<file path="src/rtl/tfifo_pkg.sv">
package tfifo_pkg;
  // Level fields are five bits wide; their bit positions are fixed by R8.
  localparam int LVL_W      = 5;
  localparam int CFG_W      = 16;
  localparam int RXEN_BIT   = 15;
  localparam int AF_LSB     = 8;
  localparam int TXEN_BIT   = 7;
  localparam int AE_LSB     = 0;

  typedef struct packed {
    logic             rx_dma;
    logic [LVL_W-1:0] hi_lvl;
    logic             tx_dma;
    logic [LVL_W-1:0] lo_lvl;
  } buf_cfg_t;
endpackage

</file>
<file path="src/rtl/tfifo_cfg.sv">
module tfifo_cfg
  import tfifo_pkg::*;
#(
  parameter int DEPTH = 32
) (
  input  logic             clk,
  input  logic             rst_n,
  input  logic             we,
  input  logic [CFG_W-1:0] wdata,
  output buf_cfg_t         cfg,
  output logic [CFG_W-1:0] rdata
);
  localparam logic [LVL_W-1:0] HI_RST = LVL_W'(DEPTH - 1);

  always_ff @(posedge clk or negedge rst_n) begin
    if (!rst_n) begin
      cfg.rx_dma <= 1'b0;
      cfg.hi_lvl <= HI_RST;
      cfg.tx_dma <= 1'b0;
      cfg.lo_lvl <= '0;
    end else if (we) begin
      cfg.rx_dma <= wdata[RXEN_BIT];
      cfg.hi_lvl <= wdata[AF_LSB +: LVL_W];
      cfg.tx_dma <= wdata[TXEN_BIT];
      cfg.lo_lvl <= wdata[AE_LSB +: LVL_W];
    end
  end

  always_comb begin
    rdata                   = '0;
    rdata[RXEN_BIT]         = cfg.rx_dma;
    rdata[AF_LSB +: LVL_W]  = cfg.hi_lvl;
    rdata[TXEN_BIT]         = cfg.tx_dma;
    rdata[AE_LSB +: LVL_W]  = cfg.lo_lvl;
  end


  rx_enable_load_chk: assert property (@(posedge clk) disable iff (!rst_n)
    we |=> (cfg.rx_dma == $past(wdata[RXEN_BIT])) && (cfg.tx_dma == $past(wdata[TXEN_BIT])));


  cfg_hold_chk: assert property (@(posedge clk) disable iff (!rst_n)
    !we |=> $stable(rdata));
endmodule

</file>
<file path="src/rtl/tfifo_store.sv">
module tfifo_store #(
  parameter int DEPTH = 32,
  parameter int WIDTH = 16
) (
  input  logic                   clk,
  input  logic                   rst_n,
  input  logic                   push_req,
  input  logic [WIDTH-1:0]       push_data,
  input  logic                   pop_req,
  output logic [WIDTH-1:0]       head_data,
  output logic [$clog2(DEPTH):0] count,
  output logic                   full,
  output logic                   empty
);
  localparam int AW = $clog2(DEPTH);
  localparam int CW = AW + 1;
  localparam logic [CW-1:0] FULL_CNT = CW'(DEPTH);

  logic [WIDTH-1:0] mem [DEPTH];
  logic [AW-1:0]    rd_ptr;
  logic [AW-1:0]    wr_idx;
  logic             push_do;
  logic             pop_do;

  assign full      = (count == FULL_CNT);
  assign empty     = (count == '0);
  assign push_do   = push_req && !full;
  assign pop_do    = pop_req && !empty;
  assign wr_idx    = rd_ptr + count[AW-1:0];
  assign head_data = mem[rd_ptr];

  always_ff @(posedge clk) begin
    if (push_do) mem[wr_idx] <= push_data;
  end

  always_ff @(posedge clk or negedge rst_n) begin
    if (!rst_n) begin
      rd_ptr <= '0;
      count  <= '0;
    end else begin
      if (pop_do) rd_ptr <= rd_ptr + 1'b1;
      case ({push_do, pop_do})
        2'b10:   count <= count + 1'b1;
        2'b01:   count <= count - 1'b1;
        default: count <= count;
      endcase
    end
  end


  no_overflow_chk: assert property (@(posedge clk) disable iff (!rst_n)
    (full && push_req && !pop_req) |=> full);


  no_underrun_chk: assert property (@(posedge clk) disable iff (!rst_n)
    (empty && pop_req && !push_req) |=> (empty && $stable(rd_ptr)));


  push_pop_count_chk: assert property (@(posedge clk) disable iff (!rst_n)
    (push_req && pop_req && !full && !empty) |=> $stable(count));
endmodule

</file>
<file path="src/rtl/tfifo_level.sv">
module tfifo_level
  import tfifo_pkg::*;
#(
  parameter int DEPTH = 32
) (
  input  logic                   clk,
  input  logic                   rst_n,
  input  logic [$clog2(DEPTH):0] count,
  input  buf_cfg_t               cfg,
  input  logic                   xfer_active,
  input  logic                   dir_rx,
  output logic                   dma_rx_req,
  output logic                   dma_tx_req,
  output logic                   st_rx_level,
  output logic                   st_tx_level
);
  localparam int CW = $clog2(DEPTH) + 1;

  logic idle_gate;
  logic rx_hit;
  logic tx_hit;

  assign idle_gate = !xfer_active && (count == '0);
  assign rx_hit    = !idle_gate &&  dir_rx && (count > CW'(cfg.hi_lvl));
  assign tx_hit    = !idle_gate && !dir_rx && (count < CW'(cfg.lo_lvl));

  assign dma_rx_req  = rx_hit &&  cfg.rx_dma;
  assign st_rx_level = rx_hit && !cfg.rx_dma;
  assign dma_tx_req  = tx_hit &&  cfg.tx_dma;
  assign st_tx_level = tx_hit && !cfg.tx_dma;


  rx_exclusive_chk: assert property (@(posedge clk) disable iff (!rst_n)
    !(dma_rx_req && st_rx_level));


  tx_exclusive_chk: assert property (@(posedge clk) disable iff (!rst_n)
    !(dma_tx_req && st_tx_level));


  idle_quiet_chk: assert property (@(posedge clk) disable iff (!rst_n)
    (!xfer_active && count == '0) |-> !(dma_rx_req || dma_tx_req || st_rx_level || st_tx_level));


  one_direction_chk: assert property (@(posedge clk) disable iff (!rst_n)
    !((dma_rx_req || st_rx_level) && (dma_tx_req || st_tx_level)));
endmodule

</file>
<file path="src/rtl/tfifo_dma_buf.sv">
module tfifo_dma_buf
  import tfifo_pkg::*;
#(
  parameter int DEPTH = 32,
  parameter int WIDTH = 16
) (
  input  logic             clk,
  input  logic             rst_n,
  input  logic             xfer_active,
  input  logic             dir_rx,
  input  logic             cfg_we,
  input  logic [15:0]      cfg_wdata,
  output logic [15:0]      cfg_rdata,
  input  logic             hwr_valid,
  input  logic [WIDTH-1:0] hwr_data,
  output logic             hwr_ready,
  input  logic             hrd_en,
  output logic [WIDTH-1:0] hrd_data,
  input  logic             eng_push_valid,
  input  logic [WIDTH-1:0] eng_push_data,
  output logic             eng_push_ready,
  output logic             eng_pop_valid,
  output logic [WIDTH-1:0] eng_pop_data,
  input  logic             eng_pop_ready,
  output logic             dma_rx_req,
  output logic             dma_tx_req,
  output logic             st_rx_level,
  output logic             st_tx_level
);
  localparam int CW = $clog2(DEPTH) + 1;

  buf_cfg_t         cfg;
  logic [CW-1:0]    count;
  logic             full;
  logic             empty;
  logic             push_req;
  logic [WIDTH-1:0] push_data;
  logic             pop_req;
  logic [WIDTH-1:0] head;

  // Direction routing: transmit = host fills, engine drains; receive = reverse.
  assign push_req  = dir_rx ? eng_push_valid : hwr_valid;
  assign push_data = dir_rx ? eng_push_data  : hwr_data;
  assign pop_req   = dir_rx ? hrd_en         : eng_pop_ready;

  assign hwr_ready      = !dir_rx && !full;
  assign eng_push_ready =  dir_rx && !full;
  assign eng_pop_valid  = !dir_rx && !empty;
  assign eng_pop_data   = head;
  assign hrd_data       = head;

  tfifo_cfg #(.DEPTH(DEPTH)) u_cfg (
    .clk   (clk),
    .rst_n (rst_n),
    .we    (cfg_we),
    .wdata (cfg_wdata),
    .cfg   (cfg),
    .rdata (cfg_rdata)
  );

  tfifo_store #(.DEPTH(DEPTH), .WIDTH(WIDTH)) u_store (
    .clk       (clk),
    .rst_n     (rst_n),
    .push_req  (push_req),
    .push_data (push_data),
    .pop_req   (pop_req),
    .head_data (head),
    .count     (count),
    .full      (full),
    .empty     (empty)
  );

  tfifo_level #(.DEPTH(DEPTH)) u_level (
    .clk         (clk),
    .rst_n       (rst_n),
    .count       (count),
    .cfg         (cfg),
    .xfer_active (xfer_active),
    .dir_rx      (dir_rx),
    .dma_rx_req  (dma_rx_req),
    .dma_tx_req  (dma_tx_req),
    .st_rx_level (st_rx_level),
    .st_tx_level (st_tx_level)
  );


  tx_route_chk: assert property (@(posedge clk) disable iff (!rst_n)
    dir_rx |-> (!hwr_ready && !eng_pop_valid));
endmodule

</file>
<file path="config.mk">
export PLATFORM = sky130hd
export DESIGN_NAME = tfifo_dma_buf
export DESIGN_NICKNAME = d
export VERILOG_FILES = /design/src/rtl/tfifo_pkg.sv /design/src/rtl/tfifo_cfg.sv /design/src/rtl/tfifo_store.sv /design/src/rtl/tfifo_level.sv /design/src/rtl/tfifo_dma_buf.sv
export SDC_FILE = /design/constraint.sdc
export NUM_CORES = 1
export LEC_CHECK = 0
export BUFFER_PORTS_ARGS = -buffer_cell sky130_fd_sc_hd__buf_2
export CORE_MARGIN = 1.5
export CORE_UTILIZATION = 60
export CTS_CLUSTER_SIZE = 30
export DETAILED_ROUTE_END_ITERATION = 16
export PLACE_DENSITY = 0.86
export SLEW_MARGIN = 25
export SYNTH_ARGS = -nofsm -noshare
export SYNTH_HDL_FRONTEND = slang
export SYNTH_SLANG_ARGS = --single-unit
</file>
<file path="constraint.sdc">
create_clock -name clk -period 9.3 [get_ports clk]
set_input_delay 0.93 -clock clk [delete_from_list [all_inputs] [get_ports clk]]
set_output_delay 0.93 -clock clk [all_outputs]
set_load 0.03 [all_outputs]
</file>
==> run_results.csv <==
group,metric,value,unit
status,outcome,"finished, final reports clean",
timing,clock.fmax,0.188,GHz
power,leakage,7.77,nW
worst_setup_path,worst-path-max-fanout,70,
layout,final_common_cell,"edfxtp_1",
drt,wl_per_cell,29.6,microns
logic_synthesis,synth.area.top_cells,"edfxtp_1 (73%), mux4_2 (14%), dfrtp_1 (2.1%)",
placement,dpl.hpwl,26900,microns
worst_setup_path,reg2reg_from,"u_store.rd_ptr[0]$_DFFE_PN0P_",
cts,clock_latency,0.58,ns
layout,drive_above_1_share,31.3,%
layout,final_cell_mix,"edfxtp_1 (512), mux4_2 (128), buf_2 (103)",
timing,fin_worst_skew,0.0243,ns
layout,nets,1227,
logic_synthesis,synth-edff-count,512,
die,initial_utilization,61.2,%
worst_setup_path,worstSetupEndpointType,"output pin",
die,coreArea,34600,sq um
power,power.switching_fraction,35.7,%
logic_synthesis,ys_seq_elements,535,
placement,placed_cell_area,22200,sq um
job,cap_violations,0,
grt,grt_start_max_net_pins,97,
cts,cts.repair.resized,0,
cts,post_cts_buffers,0,
power,power_frac_seq,41.5,%
worst_setup_path,cp_top_family,"buffers and inverters",
die,die-width,191,microns
worst_setup_path,arrival,4.38,ns
layout,fin_cells,1645,
logic_synthesis,synthCells,1031,
worst_setup_path,critPathLaunchType,"register",
drt,totalWireLength,48600,microns
timing,worstMarginPinSlew,1.04,ns
power,ir_worst_vdd,0.351,mV
die,ioPinCount,112,
layout,diodes,0,
layout,area_growth,11.9,%
grt,grt.total_usage,27.8,%
drt,num_vias,11000,
cts,hold_buffers,0,
timing,holdWs,0.350,ns
grt,grt_pass1_vias,11300,
drt,ant_nets,0,
logic_synthesis,yosysWarningCount,0,
power,pwr-share-comb,34.7,%
placement,routabilityCongestion,0.867,
timing,setup_viol_count_final,0,
power,intPower,5.29,mW
logic_synthesis,syn_area,21200,sq um
worst_setup_path,required,8.37,ns
drt,drtIter0Drc,1653,
worst_setup_path,worst-path-buf-inv,2,
power,powerDensity,347,nW/um^2
drt,drc,0,
timing,rsz0062_at_grt,"false",
drt,viasPerCell,6.71,
logic_synthesis,synth_top_area_share,72.6,%
grt,grt_pass1_wl,71700,microns
logic_synthesis,postSynth.asyncResetShare,4.30,%
logic_synthesis,avgSynthCellArea,20.6,sq um
cts,path_clk_slew,0.06,ns
cts,htree_levels,2,
timing,min_period,5.31,ns
cts,cts_root_buf,"clkbuf_16",
grt,antenna_found_initial,2,
cts,clkSinkCount,535,
drt,dr.pass1.iters,8,
timing,hold_violations,0,
worst_setup_path,reg2reg_depth,8,
die,die_y,191,microns
timing,tns,0,ns
placement,dp_slack,4.73,ns
worst_setup_path,crit_cells,5,
logic_synthesis,yosysTopAreaCell,"edfxtp_1",
worst_setup_path,r2r_end,"u_store.mem[17][11]$_DFFE_PP_",
cts,clockBufferDepth,3,
timing,slew_headroom,31.0,%
power,p_clk_share,23.8,%
timing,slew_violations,0,
die,num_rows,68,
logic_synthesis,yosysSeqAreaShare,75.3,%
worst_setup_path,worstSetupPathType,"reg2out",
cts,cts_tree,"done",
worst_setup_path,crit_path_cell_trace,"buf_4 -> mux4_2 -> o22ai_1 -> nor4_1 -> buf_2",
placement,portBuffers,103,
logic_synthesis,synthFlopType,"edfxtp_1",
cts,cts_buffers,51,
timing,period_share,57.1,%
worst_setup_path,r2r_slack,5.86,ns
logic_synthesis,synth_cell_types,46,
worst_setup_path,cpMaxStageDelayCell,"dfrtp_4",
die,die-area,36500,sq um
grt,grt_overflow,0,
layout,fillCellCount,1985,
layout,finalInstanceArea,23700,sq um
placement,dp.cells,1554,
min_path,holdCritPathClass,"in2async",
worst_setup_path,critPathMaxStageDelay,1.04,ns
power,power_switching,2.94,mW
timing,fin_ws,3.99,ns
[through the flow]
step,utilization (%),power [mW]
after floorplan,-,5.52
after global placement,64.0,6.14
after detailed placement,64.0,6.25
after CTS,68.5,8.25
after global routing,68.5,8.54
final,68.5,8.24
[how the worst max path moves through the flow]
stage                                  start  slack [ns]               to
2_1_floorplan  u_store.rd_ptr[0]$_DFFE_PN0P_        5.72     hrd_data[10]
3_5_place_dp   u_store.rd_ptr[1]$_DFFE_PN0P_        4.73  eng_pop_data[3]
4_1_cts        u_store.rd_ptr[1]$_DFFE_PN0P_        4.10  eng_pop_data[3]
6_report       u_store.rd_ptr[1]$_DFFE_PN0P_        3.99  eng_pop_data[3]
3_3_place_gp   u_store.rd_ptr[1]$_DFFE_PN0P_        4.77      hrd_data[3]
5_1_grt        u_store.rd_ptr[1]$_DFFE_PN0P_        4.02  eng_pop_data[3]
[area by class of cell]
cell class                 count  area [sq um]  area share [%]
clock inverter                27           214           0.902
multi-input combinational    413          4780            20.2
clock buffer                  64          1350            5.67
timing repair buffer         137           783            3.30
sequential                   535         16000            67.3
inverter                      14          52.6           0.222
tap                          455           569            2.40
[layer usage]
| metal | part of all wire (%) | routed length, microns | track usage (%) |
|---|---|---|---|
| met2 | 51 | 24800 | 46.2 |
| met3 | 9.1 | 4440 | 4.48 |
| met4 | 4.2 | 2060 | 12.1 |
| met1 | 36 | 17300 | 36.7 |
| met5 | 0.027 | 13 | 0 |
[registers in the layout, summed over array words and instances, names as in the netlist]
name,count
u_cfg.cfg,12
u_store.count,6
u_store.mem,512
u_store.rd_ptr,5
[power groups by stage]
stage               combinational, mW  sequential [mW]  clock [mW]
global route                     3.02             3.45        2.07
detailed placement               2.80             3.45           0
CTS                              2.86             3.42        1.98
floorplan                        2.26             3.26           0
finish                           2.85             3.42        1.96
global placement                 2.73             3.41           0
[cells in the mapped netlist, drive strengths merged (2+ instances only)]
master / count
nand2: 26
nor3: 5
mux2: 22
nand3b: 6
xor2: 9
o21ai: 15
a21oi: 8
edfxtp: 512
mux4: 128
nor4: 17
buf: 51
nor2: 45
xnor2: 9
inv: 14
nand3: 5
nand2b: 5
ha: 17
or4: 2
o31ai: 3
o22ai: 64
clkbuf: 21
nor3b: 2
dfstp: 5
or3: 5
a21o: 3
dfrtp: 18
nand4: 2
a21boi: 2
[cell families (layout without fill, tap and decap cells)]
group | after synthesis | after routing | synth area share, %
adder cells (fa/ha/maj) | 18 | 18 | 1.10
AND/OR/NAND/NOR | 123 | 123 | 2.89
other | 1 | 4 | 0.0177
multiplexers | 151 | 151 | 14.8
AO/OA/AOI/OAI | 99 | 99 | 2.95
XOR/XNOR | 18 | 18 | 0.744
flip-flops | 535 | 535 | 75.3
buffers and inverters | 86 | 242 | 2.18
No activity file was read; power rests on OpenSTA's default activity.
